**config.mk**
```make
export PLATFORM = sky130hd
export DESIGN_NAME = keylock_guard
export DESIGN_NICKNAME = d
export VERILOG_FILES = /design/src/rtl/keylock_guard.sv
export SDC_FILE = /design/constraint.sdc
export NUM_CORES = 1
export LEC_CHECK = 0
export ABC_AREA = 1
export BUFFER_PORTS_ARGS = -buffer_cell sky130_fd_sc_hd__buf_2
export CAP_MARGIN = 20
export CORE_UTILIZATION = 40
export DETAILED_ROUTE_END_ITERATION = 10
export PLACE_DENSITY = 0.82
export RECOVER_POWER = 50
export SYNTH_ARGS = -nofsm -noshare
export SYNTH_HDL_FRONTEND = slang
export SYNTH_SLANG_ARGS = --single-unit
export TNS_END_PERCENT = 100
```
**constraint.sdc**
```tcl
create_clock -name clk -period 3.4 [get_ports clk]
set_input_delay 1.02 -clock clk [delete_from_list [all_inputs] [get_ports clk]]
set_output_delay 1.02 -clock clk [all_outputs]
set_load 0.01 [all_outputs]
```
**src/rtl/keylock_guard.sv**
```systemverilog
module keylock_guard #(
  parameter int ADDR_W   = 12,
  parameter int DATA_W   = 32,
  parameter int PORT_W   = 8,
  parameter logic [DATA_W-1:0] UNLOCK_KEY = 32'h0ACC_E551,
  parameter logic [ADDR_W-1:0] OFS_ALT    = 12'h420,
  parameter logic [ADDR_W-1:0] OFS_LOCK   = 12'h520,
  parameter logic [ADDR_W-1:0] OFS_COMMIT = 12'h524
) (
  input  logic              clk,
  input  logic              rst_n,
  input  logic [ADDR_W-1:0] addr,
  input  logic [DATA_W-1:0] wr_data,
  input  logic              wr_en,
  output logic [DATA_W-1:0] rd_data,
  output logic [PORT_W-1:0] alt_sel
);

  localparam logic [PORT_W-1:0] MASK_RST = {PORT_W{1'b1}};
  localparam int PAD_W = DATA_W - PORT_W;

  logic              locked;
  logic [PORT_W-1:0] commit_mask;
  logic [PORT_W-1:0] alt_q;

  wire hit_lock   = wr_en && (addr == OFS_LOCK);
  wire hit_commit = wr_en && (addr == OFS_COMMIT);
  wire hit_alt    = wr_en && (addr == OFS_ALT);
  wire [PORT_W-1:0] wr_byte = wr_data[PORT_W-1:0];

  always_ff @(posedge clk or negedge rst_n) begin
    if (!rst_n) begin
      locked      <= 1'b1;
      commit_mask <= MASK_RST;
      alt_q       <= '0;
    end else begin
      if (hit_lock)
        locked <= (wr_data != UNLOCK_KEY);
      if (hit_commit && !locked)
        commit_mask <= wr_byte;
      if (hit_alt)
        alt_q <= (alt_q & ~commit_mask) | (wr_byte & commit_mask);
    end
  end

  assign alt_sel = alt_q;

  always_comb begin
    rd_data = '0;
    if (addr == OFS_LOCK)        rd_data = {{(DATA_W-1){1'b0}}, locked};
    else if (addr == OFS_COMMIT) rd_data = {{PAD_W{1'b0}}, commit_mask};
    else if (addr == OFS_ALT)    rd_data = {{PAD_W{1'b0}}, alt_q};
  end

  p_unlock_on_key_r2: assert property (@(posedge clk) disable iff (!rst_n)
    (wr_en && addr == OFS_LOCK && wr_data == UNLOCK_KEY) |=> !locked);

  p_relock_on_other_r3: assert property (@(posedge clk) disable iff (!rst_n)
    (wr_en && addr == OFS_LOCK && wr_data != UNLOCK_KEY) |=> locked);

  p_commit_held_locked_r5: assert property (@(posedge clk) disable iff (!rst_n)
    (wr_en && addr == OFS_COMMIT && locked) |=> $stable(commit_mask));

  p_alt_masked_bits_r7: assert property (@(posedge clk) disable iff (!rst_n)
    (wr_en && addr == OFS_ALT) |=>
      (((alt_sel ^ $past(alt_sel)) & ~$past(commit_mask)) == '0));

  p_mask_only_by_commit_r8: assert property (@(posedge clk) disable iff (!rst_n)
    !(wr_en && addr == OFS_COMMIT) |=> $stable(commit_mask));

  p_alt_only_by_write_r10: assert property (@(posedge clk) disable iff (!rst_n)
    !(wr_en && addr == OFS_ALT) |=> $stable(alt_sel));

endmodule

```
==> summary.md <==
| Metric | Value |
|---|---|
| Input/output buffers | `62` |
| Clock root buffer master | `clkbuf_4` |
| Worst skew pair latency | `280 ps` |
| Vias in the first global route | `1220` |
| P_sw | `103 uW` |
| Internal power component | `275 uW` |
| Final cycle utilization of the critical path | `0.925` |
| Path type of the worst setup path | `input port to primary output` |
| Final sum of negative setup slack | `0 ps` |
| Worst hold-check path type | `flop to flop` |
| Capturing element type of the critical path | `primary output` |
| Cell area after synthesis | `1460 um2` |
| Switching portion of total power | `0.273` |
| Outcome | `finished, final reports clean` |
| DIE WIDTH | `62.5 um` |
| Worst Reg-to-Reg Cells | `4` |
| Origin of the critical flop-to-flop path | `locked` |
| Max frequency | `0.318 GHz` |
| Post-synthesis async set-or-reset flop share | `1.00` |
| Total Routing Usage GR | `0.156` |
| Met2 WL post-DR | `1540 um` |
| HPWL after DPL | `2440 um` |
| Overall die area | `3900 um2` |
| RR Endpoint | `commit_mask[1]` |
| Main synth FF type | `dfstp_2` |
| DR WL met3 | `154 um` |
| Most common cell after layout, fill and taps aside | `buf_2` |
| Total power consumption of the routed design | `378 uW` |
| Max-slew headroom at the worst pin | `0.400` |
| Number of max-cap violations | `0` |
| RSZ-0062 raised after global routing | `no` |
| Fin. Hold Viols | `0` |
| DRC marker count from the first detailed-route iteration | `65` |
| Total number of H-tree levels | `1` |
| Vias per cell | `4.51` |
| Avg Cell Area, Syn | `7.03 um2` |
| Commonest cells after routing, fill and taps aside | `buf_2, nand2_1, inv_1` |
| Instance count of the mapped netlist | `208` |
| Multi-input gate area | `779 um2` |
| Fraction of final layout cells with drive strength greater than 1 | `0.347` |
| Worst Hold Launch | `locked` |
| Residual overflow from global routing | `0` |
| Inserted Diodes | `0` |
| Wire length of the first global-routing pass | `5020 um` |
| Area growth from synthesis to layout | `17.1%` |
| Total placed instance area | `1690 um2` |
| TritonCTS clock tree | `yes` |
| Hold Crit Depth | `2` |
| Required time at the endpoint of the critical path | `2380 ps` |
| Clock Pin Slew Worst Setup and Hold Paths | `90 ps` |
| Crit path max fanout | `15` |
| Fraction of the yosys area taken by sequential cells | `0.299` |
| Clock network fraction of design power | `0.277` |
| Number of enable flip-flop cells after synthesis | `0` |
| Net count reported at finish | `316` |
| Worst path setup slack after routing | `255 ps` |
| Top routing layer in use | `met4` |
| Post-route DRC | `0` |
| Register area | `437 um2` |
| Average wire length per cell after detail routing | `9.56 um` |
| Worst setup timing slack at the placement stage | `121 ps` |
| Final GP Congestion | `0.802` |
| DRT antenna net count | `0` |
| Number of rows in the core area | `21` |
| Number of flip-flops and latches in the synthesized netlist | `17` |
| Distinct cell type count of the synthesized netlist | `23` |
| Number of CTS-inserted buffers | `3` |
| Worst clock skew on the final layout | `0.454 ps` |
| Initial antenna violation count | `0` |
| Vias post-DR | `1415` |
| Design area | `1710 um2` |
| Count of filler cells inserted in the layout | `360` |
| Slew at the pin closest to its max-slew limit | `900 ps` |
| Effective utilization at floorplan | `0.428` |
| Crit path arrival time | `2120 ps` |
| Destination of the worst hold path | `locked` |
| Maximum vdd drop | `0.0000865 V` |
| Power per cell area | `221 nW/um2` |
| Sinks on Clock Net | `17` |
| Logic gate share of total power | `0.183` |
| Worst reg-to-reg setup slack | `2230 ps` |
| Clock buffer depth | `2` |
| Placeable core region | `3420 um2` |
| Crit path launch type | `input port` |
| Slew Viols, Final | `0` |
| Detailed-route wire length | `3000 um` |
| WL met1 | `1300 um` |
| Leakage power | `0.000963 uW` |
| # IOs | `87` |
| Syn. warnings | `0` |
| Final core utilization | `0.501` |
| Hold-fix buffers, CTS | `0` |
| Drt pass-1 iters | `4` |
| Height of the die | `62.5 um` |
| Largest net degree at the start of global routing | `19` |
| Register share of total power | `0.540` |
| Count of endpoints failing setup in the final report | `0` |
| Shortest clock period the worst path allows after layout | `3140 ps` |
[cells in the mapped netlist, types with 2 or more instances]
library cell  number  area share
inv_2              3      0.0077
o21ai_2            8       0.048
nand4_1           10       0.043
nor3_1             6       0.021
buf_4             24        0.12
nand2_1           51        0.13
dfstp_2            9        0.16
nor2_2             4       0.017
buf_2              3       0.010
buf_6              2       0.015
nor2_1            16       0.041
nand3_1           20       0.068
dfrtp_1            8        0.14
nand3_2            3       0.021
inv_1             25       0.064
o21ai_0            7       0.024
nor2_4             3       0.023
[cell type report]
cell class	count	share of cell area
Clock buffer	4	0.0153
Inverter	28	0.0614
Multi-Input combinational cell	156	0.455
Sequential cell	17	0.255
Tap cell	46	0.0336
Timing Repair Buffer	63	0.180
[worst max-delay path by stage]
stage               slack [ps]    endpoint  startpoint
floorplan                  490  rd_data[5]    addr[10]
global placement           160  rd_data[4]     addr[1]
detailed placement         120  rd_data[1]     addr[1]
CTS                        130  rd_data[4]     addr[1]
global route                70  rd_data[2]    addr[11]
finish                     260  rd_data[4]    addr[11]
[power by group through the flow]
stage	clock network (uW)	logic, uW	registers, uW
6_report	105	69.3	204
5_1_grt	120	77.8	204
4_1_cts	110	69.5	204
3_5_place_dp	0	69.3	208
3_3_place_gp	0	68.1	208
2_1_floorplan	0	55.1	207
[cell families after synthesis]
kind of cell           synth area share
and+or+nand+nor                   0.396
buffers and inverters             0.231
DFF                               0.299
AOI/OAI and AO/OA                0.0719
other                           0.00256
[worst max-delay path, stage by stage]
cell and delay [ps]:
buf_2 100, nor2_2 120, nor2b_2 190, nand3_2 240
o21ai_0 250, nor2_1 60, buf_2 140
[through the flow]
step,hold WS [ps],cells
after floorplan,456,231
after global placement,469,310
after detailed placement,477,310
after CTS,493,314
after global routing,505,314
final,491,314
[timing repair]
item                                    4_1_cts  5_1_grt
endpoints found under the setup margin        0        8
gates resized for setup                       0        1
buffers inserted                              0        0
[metal layers]
| layer | vias to the layer above | track usage |
|---|---|---|
| met5 | - | 0 |
| met4 | 0 | 0.0494 |
| met3 | 2 | 0.0237 |
| met2 | 49 | 0.281 |
| met1 | 632 | 0.187 |
| li1 | 732 | - |
(Power assumes the default switching activity.)
